**src/rtl/rxq_pkg.sv**
```systemverilog
package rxq_pkg;
  typedef enum logic [2:0] {
    ST_IDLE, ST_START, ST_DATA, ST_PAR, ST_STOP, ST_HOLD
  } rx_state_t;

  typedef struct packed {
    logic [7:0] data;
    logic       perr;
    logic       ferr;
    logic       brk;
  } rx_char_t;

  function automatic int unsigned trig_level(input logic [1:0] sel);
    case (sel)
      2'b00:   return 1;
      2'b01:   return 4;
      2'b10:   return 8;
      default: return 16;
    endcase
  endfunction
endpackage

```
**src/rtl/rx_framer.sv**
```systemverilog
module rx_framer
  import rxq_pkg::*;
(
  input  logic       clk,
  input  logic       rst_n,
  input  logic       rx_s,
  input  logic       tick,
  input  logic [1:0] word_len,
  input  logic       par_on,
  input  logic       par_even,
  input  logic       par_stick,
  output logic       done,
  output rx_char_t   ch
);
  localparam logic [3:0] MID_CNT = 4'd7;
  localparam logic [3:0] BIT_CNT = 4'd15;

  rx_state_t  st_q, st_d;
  logic [3:0] cnt_q, cnt_d;
  logic [2:0] idx_q, idx_d;
  logic [7:0] sh_q, sh_d;
  logic       pb_q, pb_d;
  logic       done_d;
  rx_char_t   ch_d;
  logic [2:0] last_idx;
  logic       exp_par;

  assign last_idx = {1'b0, word_len} + 3'd4;
  assign exp_par  = par_stick ? ~par_even : (par_even ? ^sh_q : ~(^sh_q));

  always_comb begin
    st_d   = st_q;
    cnt_d  = cnt_q;
    idx_d  = idx_q;
    sh_d   = sh_q;
    pb_d   = pb_q;
    done_d = 1'b0;
    ch_d   = ch;
    case (st_q)
      ST_IDLE: if (tick && !rx_s) begin
        st_d  = ST_START;
        cnt_d = '0;
      end
      ST_START: if (tick) begin
        if (cnt_q == MID_CNT) begin
          cnt_d = '0;
          idx_d = '0;
          sh_d  = '0;
          st_d  = rx_s ? ST_IDLE : ST_DATA;
        end else begin
          cnt_d = cnt_q + 4'd1;
        end
      end
      ST_DATA: if (tick) begin
        cnt_d = cnt_q + 4'd1;
        if (cnt_q == BIT_CNT) begin
          sh_d[idx_q] = rx_s;
          if (idx_q == last_idx) st_d = par_on ? ST_PAR : ST_STOP;
          else                   idx_d = idx_q + 3'd1;
        end
      end
      ST_PAR: if (tick) begin
        cnt_d = cnt_q + 4'd1;
        if (cnt_q == BIT_CNT) begin
          pb_d = rx_s;
          st_d = ST_STOP;
        end
      end
      ST_STOP: if (tick) begin
        cnt_d = cnt_q + 4'd1;
        if (cnt_q == BIT_CNT) begin
          done_d    = 1'b1;
          ch_d.data = sh_q;
          ch_d.perr = par_on && (pb_q != exp_par);
          ch_d.ferr = !rx_s;
          ch_d.brk  = (sh_q == 8'h00) && !rx_s && (!par_on || !pb_q);
          st_d      = rx_s ? ST_IDLE : ST_HOLD;
        end
      end
      ST_HOLD: if (rx_s) st_d = ST_IDLE;
      default: st_d = ST_IDLE;
    endcase
  end

  always_ff @(posedge clk or negedge rst_n) begin
    if (!rst_n) begin
      st_q  <= ST_IDLE;
      cnt_q <= '0;
      idx_q <= '0;
      sh_q  <= '0;
      pb_q  <= 1'b0;
      done  <= 1'b0;
      ch    <= '0;
    end else begin
      st_q  <= st_d;
      cnt_q <= cnt_d;
      idx_q <= idx_d;
      sh_q  <= sh_d;
      pb_q  <= pb_d;
      done  <= done_d;
      ch    <= ch_d;
    end
  end


  start_on_tick_chk: assert property (@(posedge clk) disable iff (!rst_n)
    (st_q == ST_START && $past(st_q) == ST_IDLE) |-> $past(tick && !rx_s));


  done_pulse_chk: assert property (@(posedge clk) disable iff (!rst_n)
    done |=> !done);


  hold_after_low_stop_chk: assert property (@(posedge clk) disable iff (!rst_n)
    (done && ch.ferr) |-> (st_q == ST_HOLD || st_q == ST_IDLE));
endmodule

```
**src/rtl/rx_fifo.sv**
```systemverilog
module rx_fifo #(
  parameter int DEPTH = 16,
  localparam int AW = $clog2(DEPTH),
  localparam int CW = $clog2(DEPTH + 1)
) (
  input  logic          clk,
  input  logic          rst_n,
  input  logic          push,
  input  logic [7:0]    wdata,
  input  logic          pop,
  input  logic          flush,
  input  logic          single,
  output logic [7:0]    rdata,
  output logic [CW-1:0] count,
  output logic          full
);
  logic [7:0]    mem [DEPTH];
  logic [AW-1:0] wp_q, wp_d, rp_q, rp_d, waddr;
  logic [CW-1:0] cnt_d;
  logic          do_push, do_pop;

  function automatic logic [AW-1:0] nxt(input logic [AW-1:0] p);
    return (p == AW'(DEPTH - 1)) ? '0 : p + AW'(1);
  endfunction

  assign full    = single ? (count != '0) : (count == CW'(DEPTH));
  assign do_push = push && !full;
  assign do_pop  = pop && (count != '0);
  assign waddr   = flush ? '0 : wp_q;
  assign rdata   = mem[rp_q];

  always_comb begin
    wp_d  = wp_q;
    rp_d  = rp_q;
    cnt_d = count;
    if (flush) begin
      rp_d  = '0;
      wp_d  = do_push ? AW'(1) : '0;
      cnt_d = do_push ? CW'(1) : '0;
    end else begin
      if (do_push) wp_d = nxt(wp_q);
      if (do_pop)  rp_d = nxt(rp_q);
      cnt_d = count + CW'(do_push) - CW'(do_pop);
    end
  end

  always_ff @(posedge clk or negedge rst_n) begin
    if (!rst_n) begin
      wp_q  <= '0;
      rp_q  <= '0;
      count <= '0;
    end else begin
      wp_q  <= wp_d;
      rp_q  <= rp_d;
      count <= cnt_d;
    end
  end

  always_ff @(posedge clk) begin
    if (do_push) mem[waddr] <= wdata;
  end


  no_overflow_chk: assert property (@(posedge clk) disable iff (!rst_n)
    (full && push && !pop && !flush) |=> count == $past(count));


  flush_empties_chk: assert property (@(posedge clk) disable iff (!rst_n)
    flush |=> count <= CW'(1));


  pop_dec_chk: assert property (@(posedge clk) disable iff (!rst_n)
    (pop && !push && !flush && count != '0) |=> count == $past(count) - CW'(1));
endmodule

```
**src/rtl/serial_rx_queue.sv**
```systemverilog
module serial_rx_queue
  import rxq_pkg::*;
#(
  parameter int DEPTH = 16,
  localparam int CW = $clog2(DEPTH + 1)
) (
  input  logic       clk,
  input  logic       rst_n,
  input  logic       rx_in,
  input  logic       baud_tick,
  input  logic [1:0] word_len,
  input  logic       parity_on,
  input  logic       parity_even,
  input  logic       parity_stick,
  input  logic       fifo_mode,
  input  logic [1:0] trig_sel,
  input  logic       fifo_flush,
  input  logic       avail_irq_en,
  input  logic       status_irq_en,
  input  logic       pop,
  output logic [7:0] rx_byte,
  output logic       rx_ready,
  output logic       err_parity,
  output logic       err_frame,
  output logic       err_break,
  output logic       err_overrun,
  output logic       avail_irq,
  output logic       status_irq
);
  logic [1:0]    rst_sync;
  logic          rst_i;
  logic [1:0]    rx_sync;
  logic          fr_done;
  rx_char_t      fr_ch;
  logic [CW-1:0] fill;
  logic          q_full;
  logic [CW-1:0] thr;
  logic [3:0]    flags_d;

  always_ff @(posedge clk or negedge rst_n) begin
    if (!rst_n) rst_sync <= '0;
    else        rst_sync <= {rst_sync[0], 1'b1};
  end
  assign rst_i = rst_sync[1];

  always_ff @(posedge clk or negedge rst_i) begin
    if (!rst_i) rx_sync <= 2'b11;
    else        rx_sync <= {rx_sync[0], rx_in};
  end

  rx_framer u_framer (
    .clk(clk), .rst_n(rst_i), .rx_s(rx_sync[1]), .tick(baud_tick),
    .word_len(word_len), .par_on(parity_on), .par_even(parity_even),
    .par_stick(parity_stick), .done(fr_done), .ch(fr_ch)
  );

  rx_fifo #(.DEPTH(DEPTH)) u_fifo (
    .clk(clk), .rst_n(rst_i), .push(fr_done), .wdata(fr_ch.data),
    .pop(pop), .flush(fifo_flush), .single(!fifo_mode),
    .rdata(rx_byte), .count(fill), .full(q_full)
  );

  always_comb begin
    flags_d = {err_parity, err_frame, err_break, err_overrun};
    if (fr_done) flags_d = {fr_ch.perr, fr_ch.ferr, fr_ch.brk, q_full};
  end

  always_ff @(posedge clk or negedge rst_i) begin
    if (!rst_i) {err_parity, err_frame, err_break, err_overrun} <= '0;
    else        {err_parity, err_frame, err_break, err_overrun} <= flags_d;
  end

  always_comb begin
    if (!fifo_mode)                          thr = CW'(1);
    else if (trig_level(trig_sel) > DEPTH)   thr = CW'(DEPTH);
    else                                     thr = CW'(trig_level(trig_sel));
  end

  assign rx_ready   = (fill != '0);
  assign avail_irq  = avail_irq_en && (fill >= thr);
  assign status_irq = status_irq_en &&
                      (err_parity || err_frame || err_break || err_overrun);


  overrun_flag_chk: assert property (@(posedge clk) disable iff (!rst_i)
    fr_done |=> err_overrun == $past(q_full));


  irq_needs_data_chk: assert property (@(posedge clk) disable iff (!rst_i)
    avail_irq |-> rx_ready);
endmodule

```
**config.mk**
```make
export PLATFORM = sky130hd
export DESIGN_NAME = serial_rx_queue
export DESIGN_NICKNAME = d
export VERILOG_FILES = /design/src/rtl/rxq_pkg.sv /design/src/rtl/rx_framer.sv /design/src/rtl/rx_fifo.sv /design/src/rtl/serial_rx_queue.sv
export SDC_FILE = /design/constraint.sdc
export NUM_CORES = 1
export LEC_CHECK = 0
export BUFFER_PORTS_ARGS = -buffer_cell sky130_fd_sc_hd__buf_2
export CORE_UTILIZATION = 56
export DETAILED_ROUTE_END_ITERATION = 8
export PLACE_DENSITY = 0.83
export SLEW_MARGIN = 20
export SYNTH_ARGS = -nofsm -noshare
export SYNTH_HDL_FRONTEND = slang
export SYNTH_HIERARCHICAL = 1
export SYNTH_SLANG_ARGS = --single-unit
```
**constraint.sdc**
```tcl
create_clock -name clk -period 1.6 [get_ports clk]
set_clock_uncertainty 0.15 [all_clocks]
set_input_delay 0.08 -clock clk [delete_from_list [all_inputs] [get_ports clk]]
set_output_delay 0.08 -clock clk [all_outputs]
set_load 0.1 [all_outputs]
```
-- Yosys cells after proc, flatten, opt, wreduce, memory -nomap -nowiden
Memories as Yosys holds them, arrays and structs flattened.
Index checks and enable logic that the tools add are counted.
- flip-flop bits (word level): 52
- bits in latches: 0
- RAM bits: 128
- bits in read-only memories: 0
- bits of input ports: 16
- output and inout bits: 15
- word-level logic and storage cells: 149
- memories: 1
- memories (memory ; words ; width ; read ports ; clocked after memory_dff ; write ports ; RTL line ; RTL):
    u_fifo.mem ; 16 ; 8 ; 1 ; 0 ; 1 ; rx_fifo.sv:17 ; logic [7:0] mem [DEPTH];
- add/sub/neg operators: 7
- multipliers: 0
- divide/modulo/power cells: 0
- $lt $le $gt $ge: 4
- eq/ne operators: 27
- shifts and indexed selects: 0
- muxes and demuxes: 56
- bitwise gates (word level): 2
- reductions and logical operators: 33
- operators with widths (kind ; number):
    $mux W3 ; 18
    $mux W4 ; 11
    $gt A32 B5 Y1 const B ; 1
    $mux W32 ; 1
    $mux W8 ; 4
    $pmux W3 S6 ; 1
    $pmux W8 S2 ; 1
    $mux W5 ; 3
    $pmux W5 S3 ; 1
    $ne A2 B1 Y1 const B ; 7
    $add A4 B1 Y4 const B ; 3
    $eq A4 B4 Y1 const B ; 3
    $ne A2 B2 Y1 const B ; 6
    $pmux W4 S3 ; 1
    $mux W1 ; 11
    $reduce_and A11 Y1 ; 1
    $logic_and A1 B1 Y1 ; 9
    $bwmux W8 ; 1
    $logic_not A8 Y1 ; 1
    $reduce_xor A8 Y1 ; 1
    $eq A3 B2 Y1 const B ; 2
    $eq A3 B3 Y1 const B ; 2
    $pmux W3 S2 ; 1
    $reduce_and A3 Y1 ; 2
    other kinds (28) ; 37

-- Logic depth before layout (Yosys ltp)
- word-level depth: 8
- mapped depth: 14

-- Hierarchy
The synthesis kept the hierarchy.
- by module, submodules not included (module ; times used ; cells each ; area each (sq um)):
    rx_fifo ; 1 ; 342 ; 5834.3
    rx_framer ; 1 ; 197 ; 1804.2
    serial_rx_queue ; 1 ; 32 ; 391.6

-- Worst setup path after synthesis
No wires, ideal clock.
- path type: reg-to-reg
- from: register u_fifo.count[3]
- to: register u_fifo.count[4]
- arrival time: 2.793 ns
- setup slack: -1.478 ns
- stages on the path, launching flop included: 15
- buffers on the path: 0
- period minus slack after synthesis: 3.078 ns
- path through: dfrtp_1 > inv_1 > ha_1 > or3b_4 > a211oi_4 > inv_1 > ha_1 > inv_1 > ha_1 > inv_1 > fa_1 > nor2b_1 > o21bai_1 > a21oi_1 > nor3b_1
- word-level cells in the longest chain between the ends: 7
- RTL lines (what ; RTL line ; RTL):
    start, declared ; rx_fifo.sv:14 ; output logic [CW-1:0] count,
    start signal, assigned ; rx_fifo.sv:55 ; count <= cnt_d;
    $eq A5 B5 Y1 / $reduce_bool A5 Y1 (equally long branches) ; rx_fifo.sv:26, rx_fifo.sv:28 ;
    $mux W1 ; rx_fifo.sv:26 ; assign full = single ? (count != '0) : (count == CW'(DEPTH));
    $logic_not A1 Y1 ; rx_fifo.sv:27 ; assign do_push = push && !full;
    $logic_and A1 B1 Y1 ; rx_fifo.sv:27 ;
    $add A5 B1 Y5 ; rx_fifo.sv:43 ; cnt_d = count + CW'(do_push) - CW'(do_pop);
    $sub A5 B1 Y5 (*) ; rx_fifo.sv:43 ;
    $mux W5 (*) ; rx_fifo.sv:36 ; if (flush) begin
    named net u_fifo.cnt_d[4] ; rx_fifo.sv:19 ; logic [CW-1:0] cnt_d;
The timed path passes the listed nets; every way through them passes the cells marked *.
A chain may end at the register's enable or synchronous reset.

-- Worst setup path in the final report
- from: register u_fifo.count[2]
- to: register u_fifo.count[4]
The elaborated chain is that of the path after synthesis.

==> key figures <==
Final layout
  – Fill count: between 500 and 600
  – Most frequent cells in the layout: 128 x edfxtp_1, 111 x buf_4, 42 x dfrtp_1
  – Commonest non-fill, non-tap cell in the layout: edfxtp_1
  – Finished Layout Cells: between 900 and 1000
  – Antenna diodes: 0
  – Layout cells sized above 1: 0.554
  – Multi-input logic area: roughly 0.0037 mm²
  – Area growth, synth to finish: 45.8%
  – Nets: ~800
  – Seq. cell area: 0.00516 mm²

Global routing
  – Congestion Overflow GR: 0
  – GRT met3 Usage: 0.0684
  – Initial antenna violation count: 0
  – Vias in the first global route: 6236
  – Wire length of the first global-routing pass: ~35 mm
  – Met1 usage: 0.379
  – GR Util All Layers: 0.333
  – GRT busiest layer: met2
  – Met2 global-route usage: 0.581
  – Largest net degree at the start of global routing: 23

Worst setup path
  – Worst Setup SP: u_fifo/count[2]$_DFF_PN0_
  – CP startpoint kind: register
  – Worst Setup Path Type: register to register
  – R2R setup slack: -1.34 ns
  – CP Capture Type: register
  – Reg2Reg Depth: 14
  – Worst r2r dst: u_fifo/count[4]$_DFF_PN0_
  – CP max FO: 4
  – Critical Path End: u_fifo/count[4]$_DFF_PN0_
  – Req. time, crit path: approximately 1.8 ns
  – FF-to-FF Start: u_fifo/count[2]$_DFF_PN0_
  – Worst endpoint data arrival time: roughly 3.1 ns

STA
  – Max Slew Vio Count: 0
  – Min cycle time layout: around 2.9 ns
  – Final setup vio count: 183
  – Hold Vio Cnt, Final: 0
  – Worst slew pin tran: ~0.76 ns
  – Relative slew slack: 0.494
  – Setup ws final: -1.34 ns
  – Final clock period utilization by the worst path: 1.84
  – Worst hold margin: about 0.065 ns
  – RSZ-0062 raised after global routing: yes
  – Final setup TNS: -140.91 ns
  – Peak Freq: between 0.3 and 0.4 GHz

Place
  – Placed insts: roughly 860
  – PortBufs: 30
  – GP Congestion: 0.891
  – Hpwl dp: around 13 mm
  – Pre-CTS WS: -1.29 ns

Die
  – Die Span Y: approximately 120 µm
  – Ports: 31
  – Full die area: between 0.01 and 0.015 mm²
  – Initial Util: 0.576
  – Rows: 43
  – Core area: approximately 0.014 mm²
  – Die width: between 100 and 150 µm

Drt
  – Initial DRT Pass Iterations: 5
  – Drt drc: 0
  – Final ANT Viol Nets: 0
  – Total Wirelength: about 27 mm
  – Routed WL per cell: 28.4 µm
  – DR iter-0 viols: 773
  – Via count: roughly 6300
  – DR vias/cell: 6.69

Clocking
  – Skew-Pair Late Insertion Delay: 0.44 ns
  – Clk sink count: 180
  – CTS buffer count: 17
  – Bufs on Longest Clock Path: 2
  – Clk root buf: clkbuf_16
  – Clock-pin slew on the worst setup and hold paths: ~0.07 ns
  – H-Tree Depth: 4
  – CTS tree: built

Synthesis
  – Mapped cell area: ~0.008 mm²
  – Sequential fraction of the synthesis area: 0.641
  – #FFs+latches synth: 180
  – Async SR Flop Fraction: 0.289
  – Syn nets: slightly above 600
  – Synthesized area per cell: 14.1 µm²
  – EDFF count, synth: 128
  – Unique masters post-synth: between 70 and 80
  – Yosys warns: 6
  – Ys flop type: edfxtp_1
  – Post-synthesis instance total: roughly 570

Job
  – Max-Cap Viols: 0

Power and ir drop
  – Pwr/cell area: roughly 1300 mW/mm²
  – Peak VDD IR: about 1200 µV
  – Clk pwr share: 0.307
  – NetSw: 0.00481 W
  – Internal power: ~0.010 W
  – Sw frac: 0.316
  – Flop pwr share: 0.347
  – Leak: approximately 4.4 nW
  – Combinational fraction of design power: 0.347
  – Tot Pwr: about 0.015 W

Run status
  – Outcome: complete, but fails checks
  – Failing checks: setup timing

Min path
  – Hold crit path type: input port to register
flip-flops by register name, summed over array words and instances, names as in the netlist:
signal	cells
err_overrun	1
rx_sync	2
u_framer/pb_q	1
u_framer/cnt_q	4
err_parity	1
u_framer/st_q	3
u_framer/done	1
err_frame	1
u_fifo/rp_q	4
u_fifo/count	5
u_fifo/wp_q	4
err_break	1
u_framer/ch	11
rst_sync	2
u_framer/idx_q	3
u_fifo/mem	128
u_framer/sh_q	8
Yosys cell counts (all sizes together) (3+ instances only):
cell	count	area, µm²
nor3	5	25.0
a31oi	3	18.8
nor3b	3	22.5
nor2	35	131
nand3b	5	37.5
clkbuf	11	41.3
nand2	34	133
nor2b	7	43.8
dfrtp	50	1250
a21o	4	31.3
o21ai	36	180
ha	18	225
a22oi	9	67.6
a22o	4	35.0
nand2b	5	31.3
a221oi	16	140
mux2	7	82.6
a211oi	3	35.0
edfxtp	128	3840
xnor2	8	70.1
inv	28	105
mux2i	36	360
nor4	3	25.0
nand3	11	55.1
buf	19	124
a21oi	19	95.1
nand4b	3	26.3
mux4	16	360
timing repair:
item,CTS,global route
setup endpoints to repair,181,183
gates resized for setup,101,107
hold endpoints to repair,20,0
setup buffers,25,22
pin swaps,45,56
hold buffers,9,0
gates cloned,3,3
routing by layer:
layer | up-vias | routed length [µm] | part of all wire
met2 | 493 | 13600 | 0.51
met3 | 149 | 2270 | 0.085
met1 | 3144 | 9410 | 0.35
li1 | 2526 | - | -
met4 | 0 | 1500 | 0.056
met5 | - | 0 | 0
critical path: stages, from the launching register on:
cell and delay, ns:
dfrtp_1 0.39, inv_2 0.09, ha_4 0.13, or3b_4 0.41, a211oi_4 0.28, inv_2 0.08
ha_4 0.22, inv_2 0.06, ha_4 0.13, inv_2 0.04, fa_2 0.35, nor2b_2 0.18
o21bai_2 0.10, a21oi_2 0.16, nor3b_2 0.06
power by group through the flow:
stage / Sequential [W] / Combinational [W] / Clock (W)
finish: 0.00529 / 0.00528 / 0.00467
global route: 0.00530 / 0.00549 / 0.00486
CTS: 0.00526 / 0.00457 / 0.00458
detailed placement: 0.00533 / 0.00397 / 0
global placement: 0.00531 / 0.00379 / 0
floorplan: 0.00536 / 0.00266 / 0
worst min path at each step:
stage / start / to / slack (ns) / cells after the start
global route: fifo_mode / err_overrun$_DFFE_PN0P_ / 0.05 / 4
finish: fifo_mode / err_overrun$_DFFE_PN0P_ / 0.06 / 4
floorplan: rst_n / rst_sync[0]$_DFF_PN0_ / -0.37 / 0
global placement: rst_n / rst_sync[0]$_DFF_PN0_ / -0.28 / 1
CTS: fifo_mode / err_overrun$_DFFE_PN0P_ / 0.03 / 4
detailed placement: rst_n / rst_sync[0]$_DFF_PN0_ / -0.28 / 1
cell type report:
cell class	count	share of cell area
flip-flops and latches	180	0.441
multi-input cells	332	0.315
repair buffers	190	0.161
clock buffers	19	0.0378
well taps	180	0.0192
clock inverters	13	0.0175
inverters	29	0.00951
cell families (layout without fill, tap and decap cells):
family,count (synthesis),in the layout,synth area share
fa+ha+maj,19,19,0.0305
mux,59,59,0.100
simple gates,125,125,0.0799
buf+inv,59,251,0.0341
flops,180,180,0.641
compound gates,118,118,0.103
xor+xnor,10,10,0.0109
other cells,1,1,0.000467
stage by stage:
stage / utilization / cell area, µm²
6_report: 0.840 / 11700
4_1_cts: 0.802 / 11200
5_1_grt: 0.840 / 11700
3_3_place_gp: 0.697 / 9710
2_1_floorplan: - / 8540
3_5_place_dp: 0.697 / 9710
Power figures use the tool's default switching activity.
